--- src/rtl/flash_unprotect_seq.sv ---
module flash_unprotect_seq #(
  parameter int          LIMIT_W   = 16,
  parameter int          QE_BIT    = 9,
  parameter int          BUSY_BIT  = 0,
  parameter int          WEL_BIT   = 1,
  parameter logic [7:0]  OP_RD_LO  = 8'h05,
  parameter logic [7:0]  OP_RD_HI  = 8'h35,
  parameter logic [7:0]  OP_WEN    = 8'h06,
  parameter logic [7:0]  OP_WSTAT  = 8'h01,
  parameter logic [7:0]  FILL_BYTE = 8'h00
) (
  input  logic               clk,
  input  logic               rst_n,
  input  logic               start,
  input  logic [LIMIT_W-1:0] poll_limit,
  output logic               busy,
  output logic               done,
  output logic               error,
  input  logic               ctrl_busy,
  output logic               cs_n,
  output logic               xfer_req,
  output logic [7:0]         xfer_tx,
  input  logic               xfer_ack,
  input  logic [7:0]         xfer_rx
);

  localparam int         QE_HI    = QE_BIT - 8;
  localparam logic [7:0] QE_MASK  = 8'(1 << QE_HI);
  localparam logic [7:0] BSY_MASK = 8'(1 << BUSY_BIT);
  localparam logic [7:0] WEL_MASK = 8'(1 << WEL_BIT);

  typedef enum logic [1:0] {PH_IDLE, PH_ARM, PH_SHIFT, PH_GAP} phase_t;
  typedef enum logic [2:0] {
    K_POLL_PRE, K_READ_HI, K_POLL_MID, K_WREN, K_POLL_WEL, K_WRITE, K_POLL_POST
  } step_t;

  phase_t             phase;
  step_t              step;
  logic [1:0]         bidx;
  logic [1:0]         last_idx;
  logic [7:0]         rx_last;
  logic               keep_qe;
  logic [LIMIT_W-1:0] tries;
  logic               done_q, err_q;
  logic               is_poll, ready;

  assign busy     = (phase != PH_IDLE);
  assign done     = done_q;
  assign error    = err_q;
  assign cs_n     = (phase != PH_SHIFT);
  assign xfer_req = (phase == PH_SHIFT);

  assign is_poll = (step == K_POLL_PRE) || (step == K_POLL_MID) ||
                   (step == K_POLL_WEL) || (step == K_POLL_POST);
  assign ready   = ((rx_last & BSY_MASK) == 8'h00) &&
                   ((step != K_POLL_WEL) || ((rx_last & WEL_MASK) != 8'h00));

  always_comb begin
    last_idx = 2'd1;
    xfer_tx  = FILL_BYTE;
    case (step)
      K_READ_HI: xfer_tx = (bidx == 2'd0) ? OP_RD_HI : FILL_BYTE;
      K_WREN: begin
        last_idx = 2'd0;
        xfer_tx  = OP_WEN;
      end
      K_WRITE: begin
        last_idx = 2'd2;
        case (bidx)
          2'd0:    xfer_tx = OP_WSTAT;
          2'd1:    xfer_tx = 8'h00;
          default: xfer_tx = keep_qe ? QE_MASK : 8'h00;
        endcase
      end
      default:   xfer_tx = (bidx == 2'd0) ? OP_RD_LO : FILL_BYTE;
    endcase
  end

  always_ff @(posedge clk or negedge rst_n) begin
    if (!rst_n) begin
      phase   <= PH_IDLE;
      step    <= K_POLL_PRE;
      bidx    <= 2'd0;
      rx_last <= 8'h00;
      keep_qe <= 1'b0;
      tries   <= '0;
      done_q  <= 1'b0;
      err_q   <= 1'b0;
    end else begin
      done_q <= 1'b0;
      case (phase)
        PH_IDLE: if (start) begin
          phase <= PH_ARM;
          step  <= K_POLL_PRE;
          tries <= '0;
          err_q <= 1'b0;
        end
        PH_ARM: if (!ctrl_busy) begin
          phase <= PH_SHIFT;
          bidx  <= 2'd0;
        end
        PH_SHIFT: if (xfer_ack) begin
          rx_last <= xfer_rx;
          if (bidx == last_idx) phase <= PH_GAP;
          else                  bidx  <= bidx + 2'd1;
        end
        default: begin
          if (is_poll && !ready) begin
            if (tries == poll_limit) begin
              err_q  <= 1'b1;
              done_q <= 1'b1;
              phase  <= PH_IDLE;
            end else begin
              tries <= tries + 1'b1;
              phase <= PH_ARM;
            end
          end else begin
            tries <= '0;
            if (step == K_READ_HI) keep_qe <= ((rx_last & QE_MASK) != 8'h00);
            if (step == K_POLL_POST) begin
              done_q <= 1'b1;
              phase  <= PH_IDLE;
            end else begin
              step  <= step_t'(step + 3'd1);
              phase <= PH_ARM;
            end
          end
        end
      endcase
    end
  end

  AST_BUSY_ON_START: assert property (@(posedge clk) disable iff (!rst_n)
    (start && !busy) |=> busy);
  AST_CS_AFTER_IDLE: assert property (@(posedge clk) disable iff (!rst_n)
    $fell(cs_n) |-> !$past(ctrl_busy));
  AST_DONE_ONE_CYCLE: assert property (@(posedge clk) disable iff (!rst_n)
    done |=> !done);
  AST_DONE_NOT_BUSY: assert property (@(posedge clk) disable iff (!rst_n)
    done |-> !busy);
  AST_ERR_AT_END: assert property (@(posedge clk) disable iff (!rst_n)
    $rose(error) |-> done);
  AST_CS_GAP: assert property (@(posedge clk) disable iff (!rst_n)
    $rose(cs_n) |=> cs_n);
  AST_TX_HELD: assert property (@(posedge clk) disable iff (!rst_n)
    (xfer_req && !xfer_ack) |=> (xfer_req && $stable(xfer_tx)));

endmodule

--- config.mk ---
export PLATFORM = sky130hd
export DESIGN_NAME = flash_unprotect_seq
export DESIGN_NICKNAME = d
export VERILOG_FILES = /design/src/rtl/flash_unprotect_seq.sv
export SDC_FILE = /design/constraint.sdc
export NUM_CORES = 1
export LEC_CHECK = 0
export ABC_AREA = 1
export ABC_CLOCK_PERIOD_IN_PS = 1900
export BUFFER_PORTS_ARGS = -buffer_cell sky130_fd_sc_hd__buf_2
export CAP_MARGIN = 40
export CORE_MARGIN = 5
export CORE_UTILIZATION = 34
export CTS_CLUSTER_SIZE = 8
export DETAILED_ROUTE_END_ITERATION = 8
export HOLD_SLACK_MARGIN = 0.06
export PLACE_DENSITY = 0.63
export SYNTH_ARGS = -nofsm -noshare
export SYNTH_HDL_FRONTEND = slang
export SYNTH_SLANG_ARGS = --single-unit
export TNS_END_PERCENT = 50
--- constraint.sdc ---
create_clock -name clk -period 1.9 [get_ports clk]
set_input_delay 0.38 -clock clk [delete_from_list [all_inputs] [get_ports clk]]
set_output_delay 0.38 -clock clk [all_outputs]
set_load 0.1 [all_outputs]
==> flow_summary.toml, run 1 <==
[sta]
layout_setup_ws_ns = -0.0472
drv_slew = 0
rsz0062_at_grt = "yes"
fin_crit_ns = 1.95
max_slew_margin_pct = 55.1
fin_setup_tns_ns = -0.0811
setup_viol = 2
clock_skew_ns = 0.00164
max_freq_ghz = 0.514
fin_crit_sh_pct = 102
hold_viol = 0
worst_pin_slew_ns = 0.674

[global_route]
antenna_found_initial = 0
globalRouteTotalUtil_pct = 15.2
grt_overflow_total = 0
grt_pass1_vias = 2384
grt_start_max_net_pins = 29
grt_pass1_wl_um = 10900

[power]
powerDensity_mw_per_mm2 = 1510
p_leak_nw = 1.52
vdd_drop_max_mv = 1.78

[logic_synthesis]
synth_flop_cell = "dfrtp_1"
ys_types = 30
syn_area_per_cell_um2 = 6.17
synth.cell_area_mm2 = 0.00235
ys_top_cells_by_area = "dfrtp_1 30%, nand2_1 20%, nor2_1 8.8%"
synth_common_cells = "127 x nand2_1, 55 x nor2_1, 52 x inv_1, 36 x nand3_1, 28 x dfrtp_1"
synth_seq_cells = 28
syn_inst = 381
synth_area_leader_cell = "dfrtp_1"
yosysWarnings = 0
yosysMostFrequentCell = "nand2_1"
synth-edff-count = 0
ys_async_sr_fraction_pct = 100
synth.top_cell.area_share_pct = 29.8
yosysSeqAreaShare_pct = 29.8

[clock_network]
path_clk_slew_ns = 0.10
cts_buffers = 3
cts_tree = "yes"
clk_path_buf_depth = 2
cts_root_buf = "clkbuf_8"
numClockSinks = 28
clk_latency_ns = 0.28
htreeDepth = 1

[worst_setup_path]
cp_data_arrival_time_ns = 1.57
cp-start-kind = "flop"
critical_path_class = "flop to output pin"
critPathCaptureType = "output pin"
cp.required_ns = 1.52
cp_max_fo = 3

[floorplanning]
die_w_um = 93.2
core_mm2 = 0.00676
start_util_pct = 34.8
die_area_mm2 = 0.00868
rows = 30
die_y_um = 93.2
io_pins = 42

[route]
vias = 2451
vias_per_cell = 4.87
drt-initial-drc-count = 178
wl_um = 6450
antenna_left = 0
wl_per_cell_um = 12.8
dr.pass1.iters = 4
drc = 0

[placed_design]
place_area_mm2 = 0.00279
gp_congestion = 0.934
dp.final_hpwl_um = 4660
port_buffers = 32

[run_status]
violations = "setup timing"
status = "finished with violations"

[job]
drv_cap = 0

[layout]
final-seq-area_um2 = 703
fillers = 695
stdcell_area_mm2 = 0.00308
multi_input_area_mm2 = 0.00160
final_nets = 466
area_growth_pct = 30.7
antennaDiodeCount = 0
drive_above_1_share_pct = 22.7

[worst_hold_path]
hp-class = "primary input to async pin"
## sequential cells by signal, summed over array words and instances (netlist names)
| register | count |
|---|---|
| tries | 16 |
| rx_last | 2 |
| step | 3 |
| keep_qe | 1 |
| error | 1 |
| bidx | 2 |
| done | 1 |
| phase | 2 |
## worst paths after layout
kind | slack [ns] | to | start | cells past startpoint
hold / removal | 0.13 | phase[0] | rst_n | 1
max in group asynchronous | 1.30 | step[0] | rst_n | 1
setup / recovery | -0.05 | xfer_tx[2] | step[1] | 7
setup reg to reg | 0.06 | tries[3] | step[1] | 11
min in group clk | 0.35 | rx_last[0] | xfer_rx[0] | 3
hold reg to reg | 0.50 | error | error | 2
## report_power, final
| part | switching, mW | leakage [nW] | internal, mW | total (mW) |
|---|---|---|---|---|
| Combinational | 2.27 | 1.13 | 1.20 | 3.46 |
| Sequential | 0.138 | 0.372 | 0.718 | 0.856 |
| Clock | 0.192 | 0.0216 | 0.143 | 0.335 |
## per-stage QoR
step	total power [mW]	setup slack [ns]	hold WS [ns]	instances	util (%)
6_report	4.66	-0.0472	0.127	503	45.5
5_1_grt	4.99	-0.122	0.186	503	45.5
4_1_cts	4.38	-0.0672	0.144	499	43.6
3_5_place_dp	3.84	0.0388	0.458	492	41.2
3_3_place_gp	3.81	0.0903	0.458	492	41.2
2_1_floorplan	2.93	-0.213	0.0844	383	-
## logic make-up (layout without fill, tap and decap cells)
| group | count (synthesis) | after routing | share of synthesized area [%] |
|---|---|---|---|
| adders and majority gates | 12 | 12 | 6.38 |
| xor gates and xnor gates | 6 | 6 | 2.23 |
| AOI/OAI and AO/OA | 21 | 21 | 4.89 |
| buffers and inverters | 67 | 106 | 12.0 |
| other | 1 | 3 | 0.159 |
| and+or+nand+nor | 246 | 247 | 44.6 |
| DFF | 28 | 28 | 29.8 |
## timing repair
action                                  CTS  global route
hold buffers                              0             0
gates resized for setup                  28            23
cloned                                    0             1
setup buffers                             5             3
pin swaps                                 6             7
endpoints found under the setup margin    4            28
endpoints found under the hold margin     0             0
## layout by cell type (no fill, tap or decap), types with 2 or more instances in the layout
cell type / netlist / layout
xnor2_1: 3 / 3
nand3_4: 0 / 2
buf_12: 0 / 9
clkbuf_8: 0 / 3
xor2_1: 3 / 3
nand2_4: 1 / 6
inv_2: 3 / 13
nand4_1: 16 / 16
o21ai_0: 11 / 5
nand3_1: 36 / 34
nor2_2: 1 / 2
buf_2: 3 / 25
dfrtp_2: 0 / 2
nand3_2: 2 / 2
o21ai_2: 1 / 2
buf_6: 0 / 3
conb_1: 1 / 3
nor2_4: 0 / 2
o21ai_1: 0 / 4
ha_4: 0 / 6
nor3_1: 4 / 4
nand2_1: 127 / 122
nor2_1: 55 / 52
inv_1: 52 / 40
ha_1: 12 / 6
a21oi_1: 5 / 3
buf_4: 4 / 11
dfrtp_1: 28 / 26
## area by class of cell
type,count,area share (%)
inverters,55,6.92
flip-flops and latches,28,22.9
clock buffers,3,1.34
multi-input cells,289,51.9
well taps,80,3.25
repair buffers,48,13.7
## worst max-delay path, cell delays in order (launching register included)
cell and delay [ns]:
dfrtp_1 0.42, buf_6 0.13, ha_4 0.17, nand2_4 0.08, nand2_4 0.06, nor2_4 0.15
o22ai_4 0.10, buf_12 0.17
## metal layers
metal | vias up | GRT usage (%) | share of wire [%]
li1 | 1276 | - | -
met1 | 1097 | 20.4 | 47
met2 | 70 | 25.9 | 46
met3 | 8 | 1.93 | 6.2
met4 | 0 | 3.79 | 1.2
met5 | - | 0 | 0
(Power assumes the default switching activity.)
==> run 2: changes to the inputs <==
==> constraint.sdc (replaced) <==
create_clock -name clk -period 1.9 [get_ports clk]
set_input_delay 0.19 -clock clk [delete_from_list [all_inputs] [get_ports clk]]
set_output_delay 0.19 -clock clk [all_outputs]
set_load 0.1 [all_outputs]
==> run 2 against run 1 <==
The flow now finishes without violations. Worst hold slack improved by 0.040 ns. Clock-buffer cell count unchanged. Maximum frequency up 6.5%. Sequential share of layout area rose by 1.5 points. Via count shrank 2.7%. Clock power down 2%. Power fell by 11%. Non-clock buffer count decreased by 4. Global-route usage fell by 1.2 points. Die area did not move. Critical path depth grew 1.
==> flow_summary.toml, run 2 (synthesized netlist as in run 1, its figures left out) <==
[worst_setup_path]
critical_path_class = "flop to output pin"
critPathCaptureType = "output pin"
cp-start-kind = "flop"
cp_data_arrival_time_ns = 1.64
critPathMaxStageDelay_ns = 0.43
crit_path_top_delay_cell = "dfrtp_1"
crit_path_cell_trace = "inv_2 > ha_4 > nand2_2 > inv_2 > nor2_4 > buf_4 > a21oi_4 > buf_12"
cp_common_cell = "inv_2"
cp_max_fo = 3
cp.required_ns = 1.71

[layout]
stdcell_area_mm2 = 0.00288
drive_above_1_share_pct = 18.4
multi_input_area_mm2 = 0.00150
area_growth_pct = 22.4
fillers = 731
final_cell_mix = "123 x nand2_1, 52 x nor2_1, 46 x inv_1"
largest-register = "tries"
reg_top3 = "tries x16, step x3"
antennaDiodeCount = 0
final-seq-area_um2 = 702
largest_register_ffs = 16
final_nets = 461
instances_no_fill = 498
final_common_cell = "nand2_1"
fin_util_pct = 42.6

[route]
wl_per_cell_um = 11.9
met1_length_um = 2870
vias_per_cell = 4.79
drc = 0
dr.pass1.iters = 4
antenna_left = 0
wl_met3_um = 419
drt-initial-drc-count = 136
top_layer_used = "met4"
wl_met2_um = 2630
wl_um = 5930
vias = 2385

[sta]
drv_slew = 0
layout_setup_ws_ns = 0.0724
clock_skew_ns = 0.00343
fin_crit_ns = 1.83
fin_setup_tns_ns = 0
max_slew_margin_pct = 56.5
worst_pin_slew_ns = 0.653
setup_viol = 0
rsz0062_at_grt = "yes"
fin_crit_sh_pct = 96.2
max_freq_ghz = 0.547
hold_viol = 0
worst_hold_slack_ns = 0.168

[floorplanning]
die_area_mm2 = 0.00868
io_pins = 42
die_y_um = 93.2
die_w_um = 93.2
core_mm2 = 0.00676
start_util_pct = 34.8
rows = 30

[job]
drv_cap = 0

[placed_design]
place_inst = 491
port_buffers = 32
place_ws_ns = 0.0703
gp_congestion = 0.906
dp.final_hpwl_um = 4560
place_area_mm2 = 0.00270

[clock_network]
cts_buffers = 3
cts_tree = "yes"
path_clk_slew_ns = 0.10
cts_root_buf = "clkbuf_8"
clk_latency_ns = 0.27
htreeDepth = 1
numClockSinks = 28
clk_path_buf_depth = 2

[global_route]
antenna_found_initial = 0
grt_pass1_wl_um = 10100
grt_overflow_total = 0
globalRouteTotalUtil_pct = 14.0
grt_start_max_net_pins = 29
grt_pass1_vias = 2224

[run_status]
status = "complete, no violations"

[worst_hold_path]
hp-class = "primary input to flop"

[power]
p_total_mw = 4.16
vdd_drop_max_mv = 2.07
powerDensity_mw_per_mm2 = 1450
p_leak_nw = 1.47
[run 2: changes by cell type in the layout (fill, tap and decap cells not counted), moves of 4 or more]
cell | previous run | this run
buf_12 | 9 | 4
ha_4 | 6 | 2
inv_1 | 40 | 46
inv_2 | 13 | 8
[run 2: worst paths after layout]
path | from | to | slack [ns] | cells after the start
min | xfer_rx[1] | rx_last[1] | 0.17 | 3
min in group asynchronous | rst_n | bidx[1] | 0.47 | 2
max in group asynchronous | rst_n | step[0] | 0.97 | 2
max reg2reg | step[1] | step[0] | 0.09 | 9
max | step[1] | xfer_tx[1] | 0.07 | 8
min reg2reg | error | error | 0.50 | 2
[run 2: area by class of cell]
| type | count | share of cell area, % |
|---|---|---|
| Timing Repair Buffer | 44 | 11.3 |
| Sequential cell | 28 | 24.4 |
| Clock buffer | 3 | 1.43 |
| Inverter | 55 | 7.30 |
| Multi-Input combinational cell | 288 | 52.2 |
| Tap cell | 80 | 3.48 |
[run 2: power breakdown]
part | internal [mW] | switching, mW
combinational | 0.921 | 2.07
sequential | 0.716 | 0.131
clock | 0.142 | 0.185
[run 2: timing repair]
action                                  in CTS  in global routing
cloned                                       0                  0
pin swaps                                    0                  3
buffers inserted                             0                  3
gates resized for setup                     10                 18
endpoints found under the setup margin       3                 25
hold buffers                                 1                  0
endpoints found under the hold margin       28                  0
[run 2: metal layers]
layer | vias up | track usage (%)
met3 | 2 | 2.01
li1 | 1267 | -
met5 | - | 0
met1 | 1041 | 19.4
met2 | 75 | 23.1
met4 | 0 | 2.81
[run 2: worst max-delay path: cells and delay by family, from the launching register on]
kind,cells,cell delay [ns]
adder cells (fa/ha/maj),1,0.16
flip-flops,1,0.43
AND/OR/NAND/NOR,2,0.13
buffers and inverters,4,0.51
AO/OA/AOI/OAI,1,0.13
